**config.mk**
```make
export PLATFORM = sky130hd
export DESIGN_NAME = tmr_pair
export DESIGN_NICKNAME = d
export VERILOG_FILES = /design/src/rtl/tmr_pair_pkg.sv /design/src/rtl/tick_divider.sv /design/src/rtl/pin_fall_detect.sv /design/src/rtl/count_unit.sv /design/src/rtl/tmr_pair.sv
export SDC_FILE = /design/constraint.sdc
export NUM_CORES = 1
export LEC_CHECK = 0
export ABC_CLOCK_PERIOD_IN_PS = 4100
export BUFFER_PORTS_ARGS = -buffer_cell sky130_fd_sc_hd__buf_2
export CORE_ASPECT_RATIO = 0.8
export CORE_MARGIN = 2
export CORE_UTILIZATION = 30
export DETAILED_ROUTE_END_ITERATION = 8
export MAX_ROUTING_LAYER = met4
export PLACE_DENSITY = 0.43
export SYNTH_ARGS = -nofsm -noshare
export SYNTH_HDL_FRONTEND = slang
export SYNTH_SLANG_ARGS = --single-unit
```
**constraint.sdc**
```tcl
create_clock -name clk -period 4.1 [get_ports clk]
set_clock_uncertainty 0.2 [all_clocks]
set_input_delay 0.41 -clock clk [delete_from_list [all_inputs] [get_ports clk]]
set_output_delay 0.41 -clock clk [all_outputs]
set_load 0.02 [all_outputs]
```
**src/rtl/tmr_pair_pkg.sv**
```systemverilog
`timescale 1ns/1ps
// Package: shared constants and types for the timer/counter pair.
// Assumes exactly two units; register layout below depends on that.
package tmr_pair_pkg;
    localparam int UNITS      = 2;
    localparam int BYTE_W     = 8;
    localparam int CNT_W      = 2 * BYTE_W;
    localparam int REG_COUNT  = 2 * UNITS + 2;
    localparam int ADDR_W     = $clog2(REG_COUNT + 2);
    localparam int DIV_SLOW   = 12;
    localparam int DIV_FAST   = 4;
    // register addresses
    localparam int ADR_MODE   = 2 * UNITS;
    localparam int ADR_CTRL   = 2 * UNITS + 1;
    // mode register: one nibble per unit
    localparam int MODE_NIB   = 4;
    localparam int MB_RELOAD  = 0;
    localparam int MB_PIN     = 1;
    localparam int MB_GATE    = 2;
    // control register fields
    localparam int CB_RUN     = 0;
    localparam int CB_FLAG    = CB_RUN + UNITS;
    localparam int CB_FAST    = BYTE_W - 1;

    typedef struct packed {
        logic gate_on;
        logic use_pin;
        logic reload;
    } unit_mode_t;
endpackage

```
**src/rtl/tick_divider.sv**
```systemverilog
`timescale 1ns/1ps
// Module: tick_divider
// Free-running prescaler shared by both units. Raises tick for one
// cycle out of DIV_SLOW, or out of DIV_FAST when fast is high.
// Assumes DIV_FAST >= 2 and DIV_SLOW >= 2. A change of fast takes
// effect on the running phase; a phase beyond the new limit ticks at once.
module tick_divider #(
    parameter int DIV_SLOW = 12,
    parameter int DIV_FAST = 4
) (
    input  logic clk,
    input  logic rst_n,
    input  logic fast,
    output logic tick
);
    localparam int DIV_MAX = (DIV_SLOW > DIV_FAST) ? DIV_SLOW : DIV_FAST;
    localparam int PW      = $clog2(DIV_MAX);
    localparam logic [PW-1:0] LIM_SLOW = PW'(DIV_SLOW - 1);
    localparam logic [PW-1:0] LIM_FAST = PW'(DIV_FAST - 1);

    logic [PW-1:0] phase_q;
    logic [PW-1:0] limit;

    // select the terminal phase for the current rate
    always_comb begin
        limit = fast ? LIM_FAST : LIM_SLOW;
        tick  = (phase_q >= limit);
    end

    // advance the phase, wrapping after the terminal value
    always_ff @(posedge clk) begin
        if (!rst_n)    phase_q <= '0;
        else if (tick) phase_q <= '0;
        else           phase_q <= phase_q + 1'b1;
    end

    AST_TICK_GAP: assert property (@(posedge clk) disable iff (!rst_n)
        tick |=> !tick);
    AST_PHASE_RANGE: assert property (@(posedge clk) disable iff (!rst_n)
        phase_q <= LIM_SLOW || phase_q <= LIM_FAST);
endmodule

```
**src/rtl/pin_fall_detect.sv**
```systemverilog
`timescale 1ns/1ps
// Module: pin_fall_detect
// Samples one count pin every clock and reports a high-to-low change
// between the two most recent samples. Assumes the pin is already
// synchronous to clk (no metastability stage here).
module pin_fall_detect (
    input  logic clk,
    input  logic rst_n,
    input  logic pin,
    output logic fall
);
    logic smp_new_q;
    logic smp_old_q;

    // two-deep sample history of the pin
    always_ff @(posedge clk) begin
        if (!rst_n) begin
            smp_new_q <= 1'b0;
            smp_old_q <= 1'b0;
        end else begin
            smp_new_q <= pin;
            smp_old_q <= smp_new_q;
        end
    end

    // a fall is an old sample of 1 followed by a new sample of 0
    always_comb fall = smp_old_q & ~smp_new_q;

    AST_FALL_GAP: assert property (@(posedge clk) disable iff (!rst_n)
        fall |=> !fall);
endmodule

```
**src/rtl/count_unit.sv**
```systemverilog
`timescale 1ns/1ps
// Module: count_unit
// One 16-bit timer/counter: picks its advance source (tick or pin
// fall), applies run and gate, counts in 16-bit or low-byte reload
// form, and produces a registered overflow pulse and sticky flag.
// Assumes byte writes arrive as one-cycle strobes and win over counting.
module count_unit
    import tmr_pair_pkg::*;
(
    input  logic              clk,
    input  logic              rst_n,
    input  unit_mode_t        mode,
    input  logic              run,
    input  logic              gate_pin,
    input  logic              tick,
    input  logic              fall,
    input  logic              wr_lo,
    input  logic              wr_hi,
    input  logic [BYTE_W-1:0] wdata,
    input  logic              flag_clr,
    output logic [CNT_W-1:0]  cnt,
    output logic              ovf_pulse,
    output logic              ovf_flag
);
    logic [BYTE_W-1:0] lo_q;
    logic [BYTE_W-1:0] hi_q;
    logic              enable;
    logic              step;
    logic              any_wr;
    logic              at_top;
    logic              wrap;

    // qualify and select the advance request, detect the wrap point
    always_comb begin
        enable = run & (mode.gate_on ? gate_pin : 1'b1);
        step   = enable & (mode.use_pin ? fall : tick);
        any_wr = wr_lo | wr_hi;
        at_top = mode.reload ? (&lo_q) : (&{hi_q, lo_q});
        wrap   = step & ~any_wr & at_top;
        cnt    = {hi_q, lo_q};
    end

    // count bytes: bus write first, then reload or 16-bit advance
    always_ff @(posedge clk) begin
        if (!rst_n) begin
            lo_q <= '0;
            hi_q <= '0;
        end else if (any_wr) begin
            if (wr_lo) lo_q <= wdata;
            if (wr_hi) hi_q <= wdata;
        end else if (step) begin
            if (mode.reload) lo_q <= (&lo_q) ? hi_q : lo_q + 1'b1;
            else             {hi_q, lo_q} <= {hi_q, lo_q} + 1'b1;
        end
    end

    // overflow pulse and sticky flag, set dominating clear
    always_ff @(posedge clk) begin
        if (!rst_n) begin
            ovf_pulse <= 1'b0;
            ovf_flag  <= 1'b0;
        end else begin
            ovf_pulse <= wrap;
            if (wrap)          ovf_flag <= 1'b1;
            else if (flag_clr) ovf_flag <= 1'b0;
        end
    end

    AST_WRITE_WINS: assert property (@(posedge clk) disable iff (!rst_n)
        $past(wr_lo) |-> lo_q == $past(wdata));
    AST_IDLE_HOLD: assert property (@(posedge clk) disable iff (!rst_n)
        (!$past(step) && !$past(any_wr)) |-> cnt == $past(cnt));
    AST_RELOAD_HIGH: assert property (@(posedge clk) disable iff (!rst_n)
        ($past(mode.reload) && !$past(wr_hi)) |-> hi_q == $past(hi_q));
    AST_PULSE_FLAG: assert property (@(posedge clk) disable iff (!rst_n)
        ovf_pulse |-> ovf_flag);
    AST_PULSE_SINGLE: assert property (@(posedge clk) disable iff (!rst_n)
        ovf_pulse |=> !ovf_pulse);
    AST_FLAG_CLEAR: assert property (@(posedge clk) disable iff (!rst_n)
        $past(flag_clr && !wrap) |-> !ovf_flag);
endmodule

```
**src/rtl/tmr_pair.sv**
```systemverilog
`timescale 1ns/1ps
// Module: tmr_pair (top)
// Two gated timer/counters with a shared prescaler and an 8-bit
// register bus. Holds the mode and control registers, decodes bus
// writes into per-unit strobes and muxes reads combinationally.
// Assumes a single-cycle write strobe and synchronous pins.
module tmr_pair
    import tmr_pair_pkg::*;
#(
    parameter int DIV_SLOW_P = DIV_SLOW,
    parameter int DIV_FAST_P = DIV_FAST
) (
    input  logic              clk,
    input  logic              rst_n,
    input  logic [ADDR_W-1:0] bus_addr,
    input  logic              bus_wr,
    input  logic [BYTE_W-1:0] bus_wdata,
    output logic [BYTE_W-1:0] bus_rdata,
    input  logic [UNITS-1:0]  cnt_pin,
    input  logic [UNITS-1:0]  gate_pin,
    output logic [UNITS-1:0]  ovf_pulse,
    output logic [UNITS-1:0]  ovf_flag
);
    unit_mode_t              mode_q [UNITS];
    logic [UNITS-1:0]        run_q;
    logic                    fast_q;
    logic                    tick;
    logic                    wr_mode;
    logic                    wr_ctrl;
    logic [UNITS-1:0]        fall;
    logic [UNITS-1:0]        wr_lo;
    logic [UNITS-1:0]        wr_hi;
    logic [UNITS-1:0]        flag_clr;
    logic [CNT_W-1:0]        cnt [UNITS];

    // decode shared register writes
    always_comb begin
        wr_mode = bus_wr && (bus_addr == ADDR_W'(ADR_MODE));
        wr_ctrl = bus_wr && (bus_addr == ADDR_W'(ADR_CTRL));
    end

    // control register: run bits and prescaler rate
    always_ff @(posedge clk) begin
        if (!rst_n) begin
            run_q  <= '0;
            fast_q <= 1'b0;
        end else if (wr_ctrl) begin
            run_q  <= bus_wdata[CB_RUN +: UNITS];
            fast_q <= bus_wdata[CB_FAST];
        end
    end

    tick_divider #(
        .DIV_SLOW (DIV_SLOW_P),
        .DIV_FAST (DIV_FAST_P)
    ) u_div (
        .clk   (clk),
        .rst_n (rst_n),
        .fast  (fast_q),
        .tick  (tick)
    );

    for (genvar g = 0; g < UNITS; g++) begin : g_unit
        // per-unit byte strobes and flag clear
        always_comb begin
            wr_lo[g]    = bus_wr && (bus_addr == ADDR_W'(2 * g));
            wr_hi[g]    = bus_wr && (bus_addr == ADDR_W'(2 * g + 1));
            flag_clr[g] = wr_ctrl && !bus_wdata[CB_FLAG + g];
        end

        // per-unit mode nibble
        always_ff @(posedge clk) begin
            if (!rst_n) begin
                mode_q[g] <= '0;
            end else if (wr_mode) begin
                mode_q[g].reload  <= bus_wdata[g * MODE_NIB + MB_RELOAD];
                mode_q[g].use_pin <= bus_wdata[g * MODE_NIB + MB_PIN];
                mode_q[g].gate_on <= bus_wdata[g * MODE_NIB + MB_GATE];
            end
        end

        pin_fall_detect u_edge (
            .clk   (clk),
            .rst_n (rst_n),
            .pin   (cnt_pin[g]),
            .fall  (fall[g])
        );

        count_unit u_cnt (
            .clk       (clk),
            .rst_n     (rst_n),
            .mode      (mode_q[g]),
            .run       (run_q[g]),
            .gate_pin  (gate_pin[g]),
            .tick      (tick),
            .fall      (fall[g]),
            .wr_lo     (wr_lo[g]),
            .wr_hi     (wr_hi[g]),
            .wdata     (bus_wdata),
            .flag_clr  (flag_clr[g]),
            .cnt       (cnt[g]),
            .ovf_pulse (ovf_pulse[g]),
            .ovf_flag  (ovf_flag[g])
        );
    end

    // combinational read mux
    always_comb begin
        bus_rdata = '0;
        for (int u = 0; u < UNITS; u++) begin
            if (bus_addr == ADDR_W'(2 * u))     bus_rdata = cnt[u][BYTE_W-1:0];
            if (bus_addr == ADDR_W'(2 * u + 1)) bus_rdata = cnt[u][CNT_W-1:BYTE_W];
            if (bus_addr == ADDR_W'(ADR_MODE)) begin
                bus_rdata[u * MODE_NIB + MB_RELOAD] = mode_q[u].reload;
                bus_rdata[u * MODE_NIB + MB_PIN]    = mode_q[u].use_pin;
                bus_rdata[u * MODE_NIB + MB_GATE]   = mode_q[u].gate_on;
            end
        end
        if (bus_addr == ADDR_W'(ADR_CTRL)) begin
            bus_rdata[CB_RUN +: UNITS]  = run_q;
            bus_rdata[CB_FLAG +: UNITS] = ovf_flag;
            bus_rdata[CB_FAST]          = fast_q;
        end
    end

    AST_CTRL_LOAD: assert property (@(posedge clk) disable iff (!rst_n)
        $past(wr_ctrl) |-> run_q == $past(bus_wdata[CB_RUN +: UNITS]));
    AST_PULSE_ONEHOT_SRC: assert property (@(posedge clk) disable iff (!rst_n)
        (ovf_pulse[0] && !$past(run_q[0])) |-> 1'b0);
endmodule

```
==> summary by stage, run 1 <==
Place
The cell total after placement is 588. The congestion estimate from routability-driven global placement came to 0.875. After detailed placement, the total cell area comes to 3730 µm².

The count of port buffers added during placement is 29. The wire-length estimate of the detail-placed layout is 8570 µm.

GRT
The initial antenna violation count is 0. The met2 layer usage reported by global route is 0.287. The met1 demand-to-capacity share in global routing is 0.283. In the global route stage, met3 resource usage came out at 0.0343.

The residual overflow from global routing is 0. The via count of the first global-routing pass was 3155. Entering global routing, the biggest net connects 31 pins.

The first global-routing pass estimated 18700 µm of wire. The all-layer global routing usage is 0.197. The most congested layer reported by global routing is met2.

Detailed routing
Dividing the detail-routed wire length by the instance count gives 20.1 µm. For this run, design rule violations remaining after detail routing come to 0. The iteration count of the initial detailed-routing pass is 5. The number of nets still failing antenna checks after routing is 0. The via density per instance is 5.71. The total detailed-routing wirelength is 12000 µm.

The total via count in the routed design is 3402. The number of design-rule violations left by the first detailed-router iteration is 265.

STA
For the final routed database, the setup TNS stands at 0 ns. The final max-slew violation count is 0. The worst-case headroom to the max-slew limit is 0.357. For the finished layout, the period the worst path requires is 2.48 ns. The final clock period utilization by the worst path is 0.606. For the pin with the worst max-slew slack, the measured transition is 0.964 ns. Setup repair after global routing left no endpoint under its margin. The number of endpoints with negative hold slack in the final report is 0.

The number of setup violations in the final report is 0. The fmax is 0.403 GHz.

Worst hold path
The min-delay analysis places its worst path in the category input pin to flop.

Clocking
The CTS tree is built. The buffer depth of the longest clock path is 2. In this run, post-CTS hold repair placed 0 buffers. The H-tree was split into 2 levels. At the later pin of the worst-skew pair, clock insertion delay measures 0.30 ns.

Buffers added to address setup during post-CTS repair amount to 0. The total number of clock tree sinks is 53. The clock-pin slew reported for the worst setup and hold paths after clock tree synthesis is 0.07 ns. The cell at the root of the clock tree is sky130_fd_sc_hd__clkbuf_16.

The number of clock buffers added by TritonCTS is 5. The count of cells resized by post-cts repair is 0.

Floorplan
The die is 102 µm tall. The die is 126 µm wide. The initial core utilization is 0.308.

The row count is 35. The total die area is 12800 µm². In this run the standard cell core region covers 11600 µm². For this design the top-level I/O count stands at 30.

Synth
The fraction of registers with async set or reset after synthesis is 0. The proportion of netlist area held by the largest area contributor is 0.264. The count of state elements after synthesis is 53.

Synthesis produced a netlist with a net count of 466. The commonest register cell after synthesis is sky130_fd_sc_hd__dfxtp_1. The largest area contributor in the synthesized netlist is sky130_fd_sc_hd__dfxtp_1.

In the post-synthesis netlist, the biggest area contributors are sky130_fd_sc_hd__dfxtp_1 (26%), sky130_fd_sc_hd__nand2_1 (5.9%), sky130_fd_sc_hd__edfxtp_1 (5.1%). The average instance in the mapped netlist occupies 8.03 µm². The sequential fraction of the synthesis area is 0.314. Synthesis handed over a netlist of 444 instances. The Yosys warning count is 0.

In the post-synthesis netlist, the cell with the most instances is sky130_fd_sc_hd__nand2_1. The synthesized design contains 6 enable-type register cells. The post-synthesis cell area is 3570 µm². By count the netlist is led by sky130_fd_sc_hd__nand2_1 (56), sky130_fd_sc_hd__dfxtp_1 (47), sky130_fd_sc_hd__a21oi_1 (35). Synthesis instantiated 60 different standard cells from the library.

Power
The share of total power dissipated in combinational logic is 0.112. The cell leakage power is 1.33 nW. Total power for the finished layout comes to 1.19 mW. The internal power of the cells totals 875 µW. Of the total power, the share spent switching nets is 0.264. Of the total power, the clock network draws 0.411. The cell area power density is 305 nW/µm². The power share of the sequential group is 0.477. The worst voltage drop across the vdd grid is 153 µV. The total net switching power is 314 µW.

Layout
The filler cell count in the final layout is 1210. In the final layout, the share of cells above drive strength 1 is 0.147. Once layout is done, the placed cells without fillers occupy 3900 µm². Relative to the synthesized area, the layout overhead comes to 9.33%.

The final standard cell count with taps included and fillers excluded is 596. In the final design database the tool counted 469 nets. The repair_antennas step left the layout with diodes totalling 0.

Setup path
The arrival time at the worst endpoint is 1.87 ns. The kind of start point of the critical path is an input pin. The critical path is of the input pin to primary output type.

At the worst endpoint, the required time is 3.49 ns. Along the worst path, the maximum fanout reaches 24. The type of destination of the critical path is a primary output.

Flow run
The max-capacitance violation count is 0.

Run status
The run finished with clean final reports.
## metrics by stage
| stage | setup WS [ns] | hold WS, ns | utilization |
|---|---|---|---|
| 3_5_place_dp | 1.37 | 0.238 | 0.323 |
| 2_1_floorplan | 1.59 | 0.218 | - |
| 3_3_place_gp | 1.38 | 0.237 | 0.323 |
| 5_1_grt | 1.45 | 0.128 | 0.337 |
| 6_report | 1.62 | 0.116 | 0.337 |
| 4_1_cts | 1.60 | 0.112 | 0.337 |
## state kept, by name, summed over array words and instances (netlist names)
signal,count
fast_q,1
g_unit.u_cnt.hi_q,16
g_unit.u_cnt.lo_q,16
g_unit.u_cnt.ovf_flag,2
g_unit.u_cnt.ovf_pulse,2
g_unit.u_edge.smp_new_q,2
g_unit.u_edge.smp_old_q,2
mode_q,6
run_q,2
u_div.phase_q,4
## area by class of cell
class                           count  area (µm²)  share of cell area
Clock buffer                        5         125              0.0321
Clock inverter                      3        41.3              0.0106
Inverter                            8        30.0             0.00770
Multi-Input combinational cell    345        2210               0.568
Sequential cell                    53        1120               0.288
Tap cell                          148         185              0.0475
Timing Repair Buffer               34         183              0.0469
## logic make-up after synthesis
group,synth area share
buf+inv,0.0649
xor+xnor,0.0221
fa+ha+maj,0.0140
flops,0.314
simple gates,0.262
mux,0.0460
compound gates,0.276
## layer usage
layer | vias up | part of all wire
met5 | - | 0
met4 | 0 | 0.016
met3 | 16 | 0.074
met2 | 123 | 0.42
met1 | 1617 | 0.49
li1 | 1646 | -
## power groups by stage
stage	sequential, mW	clock (mW)	combinational, mW
2_1_floorplan	0.564	0	0.0986
3_3_place_gp	0.578	0	0.131
3_5_place_dp	0.578	0	0.131
4_1_cts	0.566	0.505	0.132
5_1_grt	0.569	0.515	0.146
6_report	0.566	0.489	0.133
## final timing paths
| check | start | endpoint | slack (ns) | depth (start not counted) |
|---|---|---|---|---|
| min | cnt_pin[1] | g_unit[1].u_edge.smp_new_q | 0.12 | 2 |
| max reg2reg | fast_q | g_unit[1].u_cnt.hi_q[6] | 1.74 | 6 |
| min reg2reg | g_unit[1].u_edge.smp_new_q | g_unit[1].u_edge.smp_old_q | 0.25 | 1 |
| max | bus_addr[0] | bus_rdata[1] | 1.62 | 7 |
## worst max-delay path, stage by stage
cell,delay [ns]
sky130_fd_sc_hd__buf_2,0.46
sky130_fd_sc_hd__mux2i_1,0.28
sky130_fd_sc_hd__o2bb2ai_1,0.10
sky130_fd_sc_hd__nand2b_1,0.10
sky130_fd_sc_hd__a21oi_1,0.08
sky130_fd_sc_hd__a211o_1,0.28
sky130_fd_sc_hd__buf_2,0.16
## layout by cell type, fill, tap and decap left out, types with 4 or more instances in the layout
| cell type | netlist | layout |
|---|---|---|
| sky130_fd_sc_hd__nand2_1 | 56 | 56 |
| sky130_fd_sc_hd__dfxtp_1 | 47 | 47 |
| sky130_fd_sc_hd__a21oi_1 | 35 | 35 |
| sky130_fd_sc_hd__nor2_1 | 29 | 29 |
| sky130_fd_sc_hd__buf_2 | 14 | 29 |
| sky130_fd_sc_hd__nand3_1 | 24 | 24 |
| sky130_fd_sc_hd__o21ai_1 | 13 | 13 |
| sky130_fd_sc_hd__and2_1 | 13 | 13 |
| sky130_fd_sc_hd__a31oi_1 | 13 | 13 |
| sky130_fd_sc_hd__o21ai_0 | 11 | 11 |
| sky130_fd_sc_hd__nand4_1 | 10 | 10 |
| sky130_fd_sc_hd__and3_1 | 10 | 10 |
| sky130_fd_sc_hd__a21o_1 | 10 | 10 |
| sky130_fd_sc_hd__inv_1 | 8 | 8 |
| sky130_fd_sc_hd__nand2b_1 | 8 | 8 |
| sky130_fd_sc_hd__o2bb2ai_1 | 7 | 7 |
| sky130_fd_sc_hd__a211o_1 | 7 | 7 |
| sky130_fd_sc_hd__nor3_1 | 7 | 7 |
| sky130_fd_sc_hd__edfxtp_1 | 6 | 6 |
| sky130_fd_sc_hd__mux4_2 | 5 | 5 |
| sky130_fd_sc_hd__nand3b_1 | 5 | 5 |
| sky130_fd_sc_hd__xor2_1 | 5 | 5 |
| sky130_fd_sc_hd__o32ai_1 | 5 | 5 |
| sky130_fd_sc_hd__and4_1 | 5 | 5 |
| sky130_fd_sc_hd__o211ai_1 | 5 | 5 |
| sky130_fd_sc_hd__clkbuf_16 | 0 | 5 |
| sky130_fd_sc_hd__buf_4 | 5 | 5 |
| sky130_fd_sc_hd__mux2i_1 | 4 | 4 |
| sky130_fd_sc_hd__or3_1 | 4 | 4 |
| sky130_fd_sc_hd__xnor2_1 | 4 | 4 |
| sky130_fd_sc_hd__o22ai_1 | 4 | 4 |
| sky130_fd_sc_hd__o21ai_2 | 4 | 4 |
| sky130_fd_sc_hd__a21oi_2 | 4 | 4 |
| sky130_fd_sc_hd__ha_1 | 4 | 4 |
(Power assumes the default switching activity.)
==> inputs of run 2 (changes only) <==
- ABC_CLOCK_PERIOD_IN_PS: 4100 -> 2100
- PLACE_DENSITY: 0.43 -> 0.44
- clock period: 4.1 -> 2.1 ns (I/O delays scaled with it)
==> summary by stage, run 2 (synthesized netlist as in run 1, its figures left out) <==
Power
The switching share of power is 0.284. The cell leakage power is 1.66 nW. The internal power of the cells is 1.65 mW. The design draws 2.31 mW. Power spread over the standard cell area amounts to 510 nW/µm².

The clock network fraction of design power is 0.372. The share of total power dissipated in combinational logic is 0.155. Summed over all nets, the switching power comes to 654 µW. The worst voltage drop across the vdd grid is 301 µV. The power share of the sequential group is 0.473.

Layout
Leaving out fill and tap cells, the most frequent cell in the layout is sky130_fd_sc_hd__buf_4. In the final layout, the registers with the most flip-flops are g_unit.u_cnt.hi_q: 16 flops, g_unit.u_cnt.lo_q: 16 flops, mode_q: 6 flops. The final layout contains 532 nets. The top cell types in the final layout, fill and taps aside, are sky130_fd_sc_hd__buf_4 (64), sky130_fd_sc_hd__nand2_1 (56), sky130_fd_sc_hd__dfxtp_1 (37).

The final standard cell count with taps included and fillers excluded is 659. Compared with the post-synthesis result, the final layout area differs by 26.8%. The post-route cell area is 4520 µm². The number of antenna diodes in the final layout is 0.

Of the cells placed in the final design, the portion with a size suffix greater than 1 is 0.292. At the end of the flow the core is filled with cells to 0.391.

Place
Input and output buffers added on the ports amount to 29. The pre-CTS worst setup slack is -0.115 ns. Detailed placement ended at an HPWL of 9500 µm. Routability-driven placement finished with a final weighted congestion of 0.909. In this run, placement finished with an instance count of 646.

In this run the cell area measured after placement is 4210 µm².

Flow run
The max-capacitance violation count is 0.

Floorplan
The die covers 12800 µm². From bottom edge to top edge, the die measures 102 µm. The floorplan has 35 rows. The die width is 126 µm. The initial core utilization is 0.308. The standard cell core area is 11600 µm². In this run the count of I/O pins placed on the die edge is 30.

Setup path
At the worst endpoint, the arrival time is 2.09 ns. The critical path goes through ha_4 -> o21a_1 -> or3_4 -> a32oi_4 -> clkbuf_16 -> a21o_1 -> a21oi_2. In this design, the stage delay of the slowest critical-path cell is 0.38 ns. The classification of the worst setup path is flop to flop. The worst setup path is captured at a flop. The worst setup path is launched from a flop. The maximum net fanout on the critical path is 5. The slowest stage cell on the critical path is sky130_fd_sc_hd__or3_4. The required time of the worst setup path is 2.07 ns.

STA
The routed design could run at a clock period as short as 2.11 ns. The final clock period utilization by the worst path is 1.00. The smallest setup slack after layout is -0.0104 ns.

The fmax is 0.474 GHz. Setup repair after global routing could not meet its margin everywhere. In this run the tightest slew margin relative to its limit is 0.651. The number of endpoints with negative hold slack in the final report came to 0. The final sum of negative setup slack is -0.0167 ns.

Setup violations remaining at the end of the flow were counted as 3. For the pin with the worst max-slew slack, the measured transition is 0.519 ns. The post-route worst hold slack is 0.0331 ns. The final max-slew violation count was 0.

GRT
Global routing finished with a remaining overflow of 0. The initial antenna violation count came to 0. For met1 alone, demand over resource in global routing was 0.297.

The met2 layer usage reported by global route is 0.304. Entering global routing, the biggest net connects 23 pins. The first global-routing pass estimated 19800 µm of wire. The global routing stage identified its most utilized layer as met2.

In the global route stage, met3 resource usage came out at 0.0349. The via count of the first global-routing pass is 3491. Across every metal layer, demand over resource in global routing totals 0.207.

Clocking
The clock insertion delay at the later pin of the skew report is 0.30 ns. The number of clock buffers inserted by TritonCTS is 5. In this run the clock root is driven by a sky130_fd_sc_hd__clkbuf_16. After clock tree synthesis, the clock-pin slew on the worst setup and hold paths is 0.07 ns.

TritonCTS built the clock tree. CTS saw 53 sinks. The clock passes through at most 2 buffers. The depth of the CTS H-tree is 2.

Detailed routing
After detailed routing, the average wire length per cell comes to 19.4 µm. The detailed router placed 3679 vias in this run. The via density per instance is 5.58.

The number of DRC violations after detailed routing is 0. The first TritonRoute pass finished after 5 iterations. The total detailed-routing wirelength is 12800 µm. The number of nets still failing antenna checks after routing is 0. The number of design-rule violations left by the first detailed-router iteration is 397.

Run status
The checks that failed: negative setup slack. The flow ran to the end, but the final reports show violations.

Worst hold path
The class of the tightest hold or removal check is input pin to flop.
==> run 2: changes by cell type in the layout (fill, tap and decap cells not counted), moves of 2 or more <==
cell,previous run,this run
sky130_fd_sc_hd__buf_2,29,27
sky130_fd_sc_hd__o2bb2ai_1,7,5
sky130_fd_sc_hd__ha_4,0,2
sky130_fd_sc_hd__buf_4,5,64
sky130_fd_sc_hd__a21oi_2,4,7
sky130_fd_sc_hd__o2bb2ai_2,0,2
sky130_fd_sc_hd__dfxtp_2,0,10
sky130_fd_sc_hd__dlygate4sd3_1,0,2
sky130_fd_sc_hd__mux2i_4,0,2
sky130_fd_sc_hd__dfxtp_1,47,37
sky130_fd_sc_hd__a21oi_1,35,32
sky130_fd_sc_hd__ha_1,4,2
sky130_fd_sc_hd__buf_12,0,3
sky130_fd_sc_hd__mux2i_1,4,1
==> run 2: power groups by stage <==
stage               clock network, mW  registers (mW)  logic [mW]
CTS                             0.887            1.08       0.341
global placement                    0            1.11       0.331
finish                          0.858            1.09       0.357
floorplan                           0            1.10       0.193
global route                    0.918            1.10       0.385
detailed placement                  0            1.11       0.332
==> run 2: area by class of cell <==
| cell class | count | area [µm²] |
|---|---|---|
| timing repair buffer | 97 | 721 |
| fill | 1222 | 7040 |
| clock buffer | 6 | 129 |
| multi-input combinational | 345 | 2310 |
| tap | 148 | 185 |
| sequential | 53 | 1130 |
| clock inverter | 2 | 15.0 |
| inverter | 8 | 30.0 |
==> run 2: repair_timing <==
| item | CTS | global route |
|---|---|---|
| hold buffers | 2 | 0 |
| cloned | 0 | 1 |
| hold endpoints to repair | 2 | 0 |
| setup endpoints to repair | 22 | 29 |
| buffers inserted | 0 | 2 |
| pin swaps | 4 | 1 |
| gates resized for setup | 6 | 22 |
==> run 2: final timing paths <==
check	start	endpoint	slack, ns	cells past startpoint
min reg2reg	g_unit[0].u_edge.smp_new_q	g_unit[0].u_edge.smp_old_q	0.25	1
max	u_div.phase_q[3]	g_unit[1].u_cnt.hi_q[0]	-0.01	7
min	bus_wdata[7]	fast_q	0.03	3
max reg2reg	u_div.phase_q[3]	g_unit[1].u_cnt.hi_q[0]	-0.01	7
==> run 2: worst max-delay path, delay by kind of cell, from the launching register on <==
family	cells	cell delay [ns]
AOI/OAI and AO/OA	4	0.62
and+or+nand+nor	1	0.38
DFF	1	0.34
adders and majority gates	1	0.23
buffers and inverters	1	0.23
==> run 2: per-layer routing <==
layer	up-vias	routed length, µm
li1	1772	-
met1	1769	6470
met2	121	5390
met4	0	159
met5	-	0
met3	17	775
